**config.mk**
```make
export PLATFORM = sky130hd
export DESIGN_NAME = memBusMaster
export DESIGN_NICKNAME = d
export VERILOG_FILES = /design/src/rtl/memBusPkg.sv /design/src/rtl/memBusCtrl.sv /design/src/rtl/memBusDatapath.sv /design/src/rtl/memBusMaster.sv
export SDC_FILE = /design/constraint.sdc
export NUM_CORES = 1
export LEC_CHECK = 0
export ABC_CLOCK_PERIOD_IN_PS = 3000
export BUFFER_PORTS_ARGS = -buffer_cell sky130_fd_sc_hd__clkbuf_2
export CAP_MARGIN = 20
export CELL_PAD_IN_SITES_DETAIL_PLACEMENT = 1
export CELL_PAD_IN_SITES_GLOBAL_PLACEMENT = 1
export CORE_MARGIN = 2
export CORE_UTILIZATION = 33
export DETAILED_ROUTE_END_ITERATION = 10
export PLACE_DENSITY = 0.92
export SKIP_CTS_REPAIR_TIMING = 1
export SLEW_MARGIN = 15
export SYNTH_ARGS = -nofsm -noshare
export SYNTH_HDL_FRONTEND = slang
export SYNTH_SLANG_ARGS = --single-unit
export TNS_END_PERCENT = 100
```
**constraint.sdc**
```tcl
create_clock -name clk -period 3 [get_ports clk]
set_clock_uncertainty 0.2 [all_clocks]
set_input_delay 0 -clock clk [delete_from_list [all_inputs] [get_ports clk]]
set_output_delay 0 -clock clk [all_outputs]
set_load 0.01 [all_outputs]
```
**src/rtl/memBusPkg.sv**
```systemverilog
package memBusPkg;

  typedef enum logic [1:0] {
    PH_IDLE = 2'd0,
    PH_ADDR = 2'd1,
    PH_WAIT = 2'd2,
    PH_LAST = 2'd3
  } phaseT;

  typedef struct packed {
    logic load;       // latch a new request
    logic capture;    // ready sampled high in wait phase
    logic strobeOn;   // strobe window (address and wait clocks)
    logic dataPhase;  // wait clocks: write data window
    logic lastPhase;  // final clock of the cycle
    logic busy;       // a cycle owns the bus
  } ctrlT;

endpackage

```
**src/rtl/memBusCtrl.sv**
```systemverilog
module memBusCtrl
  import memBusPkg::*;
(
  input  logic clk,
  input  logic rstN,
  input  logic reqValid,
  input  logic busReady,
  output logic reqReady,
  output ctrlT ctrl
);

  phaseT phaseQ;
  phaseT phaseD;

  always_comb begin
    phaseD = phaseQ;
    unique case (phaseQ)
      PH_IDLE: if (reqValid) phaseD = PH_ADDR;
      PH_ADDR: phaseD = PH_WAIT;
      PH_WAIT: if (busReady) phaseD = PH_LAST;
      PH_LAST: phaseD = reqValid ? PH_ADDR : PH_IDLE;
      default: phaseD = PH_IDLE;
    endcase
  end

  always_ff @(posedge clk) begin
    if (!rstN) phaseQ <= PH_IDLE;
    else       phaseQ <= phaseD;
  end

  assign reqReady = (phaseQ == PH_IDLE) || (phaseQ == PH_LAST);

  always_comb begin
    ctrl.load      = reqValid && reqReady;
    ctrl.capture   = (phaseQ == PH_WAIT) && busReady;
    ctrl.strobeOn  = (phaseQ == PH_ADDR) || (phaseQ == PH_WAIT);
    ctrl.dataPhase = (phaseQ == PH_WAIT);
    ctrl.lastPhase = (phaseQ == PH_LAST);
    ctrl.busy      = (phaseQ != PH_IDLE);
  end

endmodule

```
**src/rtl/memBusDatapath.sv**
```systemverilog
module memBusDatapath
  import memBusPkg::*;
#(
  parameter int ADDR_W = 16,
  parameter int DATA_W = 32
) (
  input  logic              clk,
  input  logic              rstN,
  input  ctrlT              ctrl,
  input  logic              reqWrite,
  input  logic [ADDR_W-1:0] reqAddr,
  input  logic [DATA_W-1:0] reqWdata,
  input  logic [DATA_W-1:0] busDin,
  output logic              rspDone,
  output logic [DATA_W-1:0] rspRdata,
  output logic [ADDR_W-1:0] busAddr,
  output logic [DATA_W-1:0] busDout,
  output logic              busDoutEn,
  output logic              busRdStrobe,
  output logic              busWrStrobe
);

  logic [ADDR_W-1:0] addrQ;
  logic [DATA_W-1:0] wdataQ;
  logic [DATA_W-1:0] rdataQ;
  logic              writeQ;

  always_ff @(posedge clk) begin
    if (!rstN) begin
      addrQ  <= '0;
      wdataQ <= '0;
      writeQ <= 1'b0;
    end else if (ctrl.load) begin
      addrQ  <= reqAddr;
      wdataQ <= reqWdata;
      writeQ <= reqWrite;
    end
  end

  always_ff @(posedge clk) begin
    if (!rstN)                         rdataQ <= '0;
    else if (ctrl.capture && !writeQ)  rdataQ <= busDin;
  end

  assign busAddr     = ctrl.busy ? addrQ : '0;
  assign busRdStrobe = ctrl.strobeOn && !writeQ;
  assign busWrStrobe = ctrl.strobeOn && writeQ;
  assign busDoutEn   = ctrl.dataPhase && writeQ;
  assign busDout     = busDoutEn ? wdataQ : '0;
  assign rspDone     = ctrl.lastPhase;
  assign rspRdata    = rdataQ;

endmodule

```
**src/rtl/memBusMaster.sv**
```systemverilog
module memBusMaster
  import memBusPkg::*;
#(
  parameter int ADDR_W = 16,
  parameter int DATA_W = 32
) (
  input  logic              clk,
  input  logic              rstN,
  input  logic              reqValid,
  input  logic              reqWrite,
  input  logic [ADDR_W-1:0] reqAddr,
  input  logic [DATA_W-1:0] reqWdata,
  output logic              reqReady,
  output logic              rspDone,
  output logic [DATA_W-1:0] rspRdata,
  output logic [ADDR_W-1:0] busAddr,
  output logic [DATA_W-1:0] busDout,
  output logic              busDoutEn,
  output logic              busRdStrobe,
  output logic              busWrStrobe,
  input  logic [DATA_W-1:0] busDin,
  input  logic              busReady
);

  ctrlT ctrl;

  memBusCtrl ctrl_i (
    .clk      (clk),
    .rstN     (rstN),
    .reqValid (reqValid),
    .busReady (busReady),
    .reqReady (reqReady),
    .ctrl     (ctrl)
  );

  memBusDatapath #(.ADDR_W(ADDR_W), .DATA_W(DATA_W)) dp_i (
    .clk         (clk),
    .rstN        (rstN),
    .ctrl        (ctrl),
    .reqWrite    (reqWrite),
    .reqAddr     (reqAddr),
    .reqWdata    (reqWdata),
    .busDin      (busDin),
    .rspDone     (rspDone),
    .rspRdata    (rspRdata),
    .busAddr     (busAddr),
    .busDout     (busDout),
    .busDoutEn   (busDoutEn),
    .busRdStrobe (busRdStrobe),
    .busWrStrobe (busWrStrobe)
  );

endmodule

```
# After elaboration in Yosys (flattened, before gate mapping)

Index checks and enable logic that the tools add are counted.

Bits in registers: 83
Bits of input ports: 85
Output and inout bits: 85

Eq/ne operators: 5
Muxes and demuxes: 6
Reduce and logical (&&, ||, !) cells: 12

Operators with widths:

| kind                                                 | count |
|---|---|
| 2-to-1 mux 32 bit                                    | 1 |
| 2-to-1 mux 16 bit                                    | 1 |
| case mux 2 bit (4 select lines)                      | 1 |
| logical AND 1 bit                                    | 6 |
| equality test 2 bit (second input constant)          | 2 |
| 2-to-1 mux 2 bit                                     | 2 |
| != test 2 bit (second input constant)                | 2 |
| equality test 2 x 1 -> 1 bit (second input constant) | 1 |
| logical NOT 2 bit                                    | 1 |
| logical OR 1 bit                                     | 2 |
| AND reduction 2 bit                                  | 1 |
| nonzero test 2 bit                                   | 1 |
| logical NOT 1 bit                                    | 1 |
| 2-to-1 mux 1 bit                                     | 1 |

# Longest topological paths before layout

Depth after elaboration: 3
Gate-level depth with buffers: 7

# Cells and area by module

Synthesis repeated with hierarchy kept, for this count alone.

Cells, all modules: 380
Area, all modules: 3,744.8 sq um

By module, submodules not included:

| module         | instances | cells an instance | area an instance (sq um) | sequential area each (sq um) |
|---|---|---|---|---|
| memBusDatapath | 1         | 358               | 3,549.7                  | 1,621.6 |
| memBusCtrl     | 1         | 22                | 195.2                    | 40.0 |

# Worst setup path after synthesis

Ideal clock, no wire load.

Path type: reg2reg
Start: reg ctrl_i.phaseQ[1]
End: reg dp_i.wdataQ[21]
Library setup time: 70 ps
Arrival time: 1,406 ps
Required time: 2,730 ps
Path slack: 1,324 ps
Cell stages (with the launch flop): 8
Period minus slack after synthesis: 1,676 ps
Cells stage by stage: dfxtp_1 inv_1 ha_1 and2b_1 buf_2 buf_4 nand2_1 a21oi_1

Word-level cells in the longest chain between the ends: 3
Elaborated cells between the ends (all ways): 4
Those cells by class: 1 x eq/ne; 3 x reduce/logical

RTL lines:

| what                                                            | line                 | RTL |
|---|---|---|
| start, declared                                                 | memBusCtrl.sv:12     | `phaseT phaseQ;` |
| start signal, assigned                                          | memBusCtrl.sv:28     | `else phaseQ <= phaseD;` |
| equality test 2 bit / logical NOT 2 bit (equally long branches) | memBusCtrl.sv:31     | `assign reqReady = (phaseQ == PH_IDLE) \|\| (phaseQ == PH_LAST);` |
| logical OR 1 bit (*)                                            | memBusCtrl.sv:31     |  |
| logical AND 1 bit (*)                                           | memBusCtrl.sv:34     | `ctrl.load = reqValid && reqReady;` |
| end signal, assigned                                            | memBusDatapath.sv:35 | `wdataQ <= reqWdata;` |
| end, declared                                                   | memBusDatapath.sv:24 | `logic [DATA_W-1:0] wdataQ;` |

Mark *: on every way between the ends. The rest lies on a longest branch, timed or not.
A chain may end at the register's enable or synchronous reset.

# Worst setup path after layout

Start: reg ctrl_i.phaseQ[0]
End: reg ctrl_i.phaseQ[1]

Word-level cells in the longest chain between the ends: 3
Elaborated cells between the ends (all ways): 8
Those cells by class: 5 x eq/ne; 1 x mux; 2 x reduce/logical

RTL lines:

| what                                                            | line             | RTL |
|---|---|---|
| equality test 2 bit / logical NOT 2 bit (equally long branches) | memBusCtrl.sv:17 | `unique case (phaseQ)` |
| != test 2 bit (no source line)                                  | --               |  |
| AND reduction 2 bit (no source line)                            | --               |  |

Parallel ways exist; a longest one is shown, timed or not.

==> metrics.cfg <==
[worst_setup_path]
crit_type = reg -> reg
worstPathMaxFanout = 19
critPathCaptureType = register
start_kind = register
cp.arrival_ns = 2.48
worst_ep_required_time_ns = 3.06

[timing]
slew_violations = 0
post-route-period-util_pct = 80.4
rsz0062_at_grt = no
tightest_slew_ns = 1.01
setup_viol = 0
relSlewSlack_pct = 32.4
final.setup.tns_ns = 0
finalCriticalPeriod_ns = 2.41
finalHoldViolCount = 0
max_freq_mhz = 415

[routing]
routed_via_density = 4.87
routedWlPerCell_um = 17.0
antenna_left = 0
drt_iter0_drc = 166
drc = 0
first_pass_iters = 4
vias = 3922
wirelength_um = 13700

[power]
power_leakage_nw = 2.46
p_sw_share_pct = 37.2
sequentialPowerShare_pct = 40.7
p_per_area_nw_per_um2 = 666
p_switching_w = 0.00130
p_comb_share_pct = 36.2
clock_power_share_pct = 23.1
peakVddDrop_mv = 0.275
p_int_w = 0.00219

[final_layout]
drive_gt1_share_pct = 28.9
nets = 756
post-route-util_pct = 53.9
fill_cells = 1219
area_delta_synth_final_pct = 59.3

[synthesis]
muxShareOfSynthArea_pct = 0
synthAdderAreaFrac_pct = 1.14
synth_top_family_by_area = simple AND/OR/NAND/NOR gates
synth-simple-area-share_pct = 30.1
ys_types = 21
yosysWarnings = 0
yosysSeqAreaShare_pct = 50.5
synth-seq-cells = 83
synth_area_per_cell_um2 = 7.61
synthesis.nets = 520
synth_compound_area_share_pct = 13.1
synth_area_um2 = 3290
syn_inst = 432
synth-xor-area-share_pct = 0

[die]
initial_core_util_pct = 33.8
rows = 36
chipWidth_um = 104
dieArea_um2 = 10800
core_um2 = 9730
boundaryPins = 170
die_y_um = 104

[grt]
grt_first_pass_wirelength_um = 16700
grt_pass1_vias = 3530
gr-total-overflow = 0
grt_max_degree = 50
antenna_found_initial = 1
grt.total_usage_pct = 19.1

[cts]
cts_buffer_depth = 2
cts_sinks = 83
clk_pin_slew_ns = 0.08
clk_latency_ns = 0.34
ctsHtreeMaxLevel = 3
cts_tree = built
numCtsBuffers = 9
root_buffer = clkbuf_8

[min_path]
hp-class = in -> reg

[status]
status = completed

[flow_run]
drv_cap = 0

[placed_design]
portBuffers = 169
dp_hpwl_um = 7570
place_congestion = 0.768

-- power groups by stage --
stage / combinational (W) / sequential [W] / clock (W)
floorplan: 0.000756 / 0.00142 / 0
global placement: 0.00108 / 0.00143 / 0
detailed placement: 0.00113 / 0.00144 / 0
CTS: 0.00113 / 0.00141 / 0.000834
global route: 0.00138 / 0.00144 / 0.000874
finish: 0.00126 / 0.00142 / 0.000805
-- layout by cell type, fill, tap and decap left out, types with 2 or more instances in the layout --
cell | synthesis | routed
nor2_1 | 2 | 2
dlygate4sd3_1 | 0 | 83
dfxtp_1 | 83 | 83
nor2b_1 | 17 | 17
clkbuf_2 | 0 | 169
clkbuf_8 | 0 | 11
a21oi_1 | 82 | 82
and3_1 | 32 | 32
inv_1 | 4 | 3
or3_1 | 2 | 2
and2_1 | 2 | 2
nand2_1 | 162 | 162
buf_4 | 1 | 8
clkbuf_1 | 20 | 2
ha_1 | 3 | 3
-- metrics by stage --
step | worst slack, ns | total power, W | instances | area, um2 | hold WS, ns
6_report | 0.588 | 0.00349 | 806 | 5240 | 0.0343
3_5_place_dp | 0.796 | 0.00257 | 707 | 4210 | 0.0302
3_3_place_gp | 0.929 | 0.00250 | 707 | 4210 | 0.0244
5_1_grt | 0.389 | 0.00370 | 806 | 5240 | 0.0676
4_1_cts | 0.772 | 0.00338 | 722 | 4410 | -0.348
2_1_floorplan | 1.32 | 0.00218 | 432 | 3290 | -0.0640
-- layout make-up --
class / count / area, um2 / area share (%)
clock inverters: 2 / 35.0 / 0.669
multi-input cells: 310 / 1460 / 27.9
diodes: 1 / 2.50 / 0.0478
well taps: 133 / 166 / 3.18
clock buffers: 13 / 159 / 3.03
repair buffers: 260 / 1740 / 33.1
flip-flops and latches: 83 / 1660 / 31.7
inverters: 4 / 15.0 / 0.287
-- critical path, stage by stage (launching register included) --
cell	delay (ns)
dfxtp_1	0.32
inv_1	0.11
ha_1	0.66
nor2b_4	0.28
o21ai_0	0.07
dlygate4sd3_1	0.56
a21oi_1	0.13
-- worst paths after layout --
path / slack (ns) / start / endpoint / cells past startpoint
worst max-delay path: 0.59 / ctrl_i.phaseQ[0] / ctrl_i.phaseQ[1] / 6
worst min-delay path: 0.03 / busReady / ctrl_i.phaseQ[1] / 4
worst max register to register: 0.59 / ctrl_i.phaseQ[0] / ctrl_i.phaseQ[1] / 6
worst min register to register: 0.26 / dp_i.wdataQ[14] / dp_i.wdataQ[14] / 2
-- kinds of logic after synthesis --
group,Yosys count
simple gates,222
compound gates,85
flops,83
buf+inv,39
fa+ha+maj,3
-- state kept, by name, summed over array words and instances (netlist names) --
signal and count:
dp_i.writeQ 1, dp_i.wdataQ 32, dp_i.rspRdata 32, dp_i.addrQ 16, ctrl_i.phaseQ 2
-- routing by layer --
layer,routed length (um),vias up,track usage (%)
li1,-,1862,-
met1,5480,1881,23.1
met2,7330,153,33.5
met3,570,26,3.65
met4,329,0,6.85
met5,0,-,0
-- synth_stat cells, drive strengths merged --
cell type / count / area share (%)
a2111oi: 1 / 0.27
a211oi: 1 / 0.23
a21oi: 82 / 12
and2: 2 / 0.38
and2b: 1 / 0.23
and3: 32 / 6.1
and3b: 1 / 0.27
buf: 15 / 2.4
clkbuf: 20 / 2.3
dfxtp: 83 / 51
ha: 3 / 1.1
inv: 4 / 0.46
nand2: 162 / 18
nand2b: 1 / 0.19
nand3b: 1 / 0.23
nor2: 2 / 0.23
nor2b: 18 / 3.7
o21ai: 1 / 0.15
or3: 2 / 0.38
(Power assumes the default switching activity.)
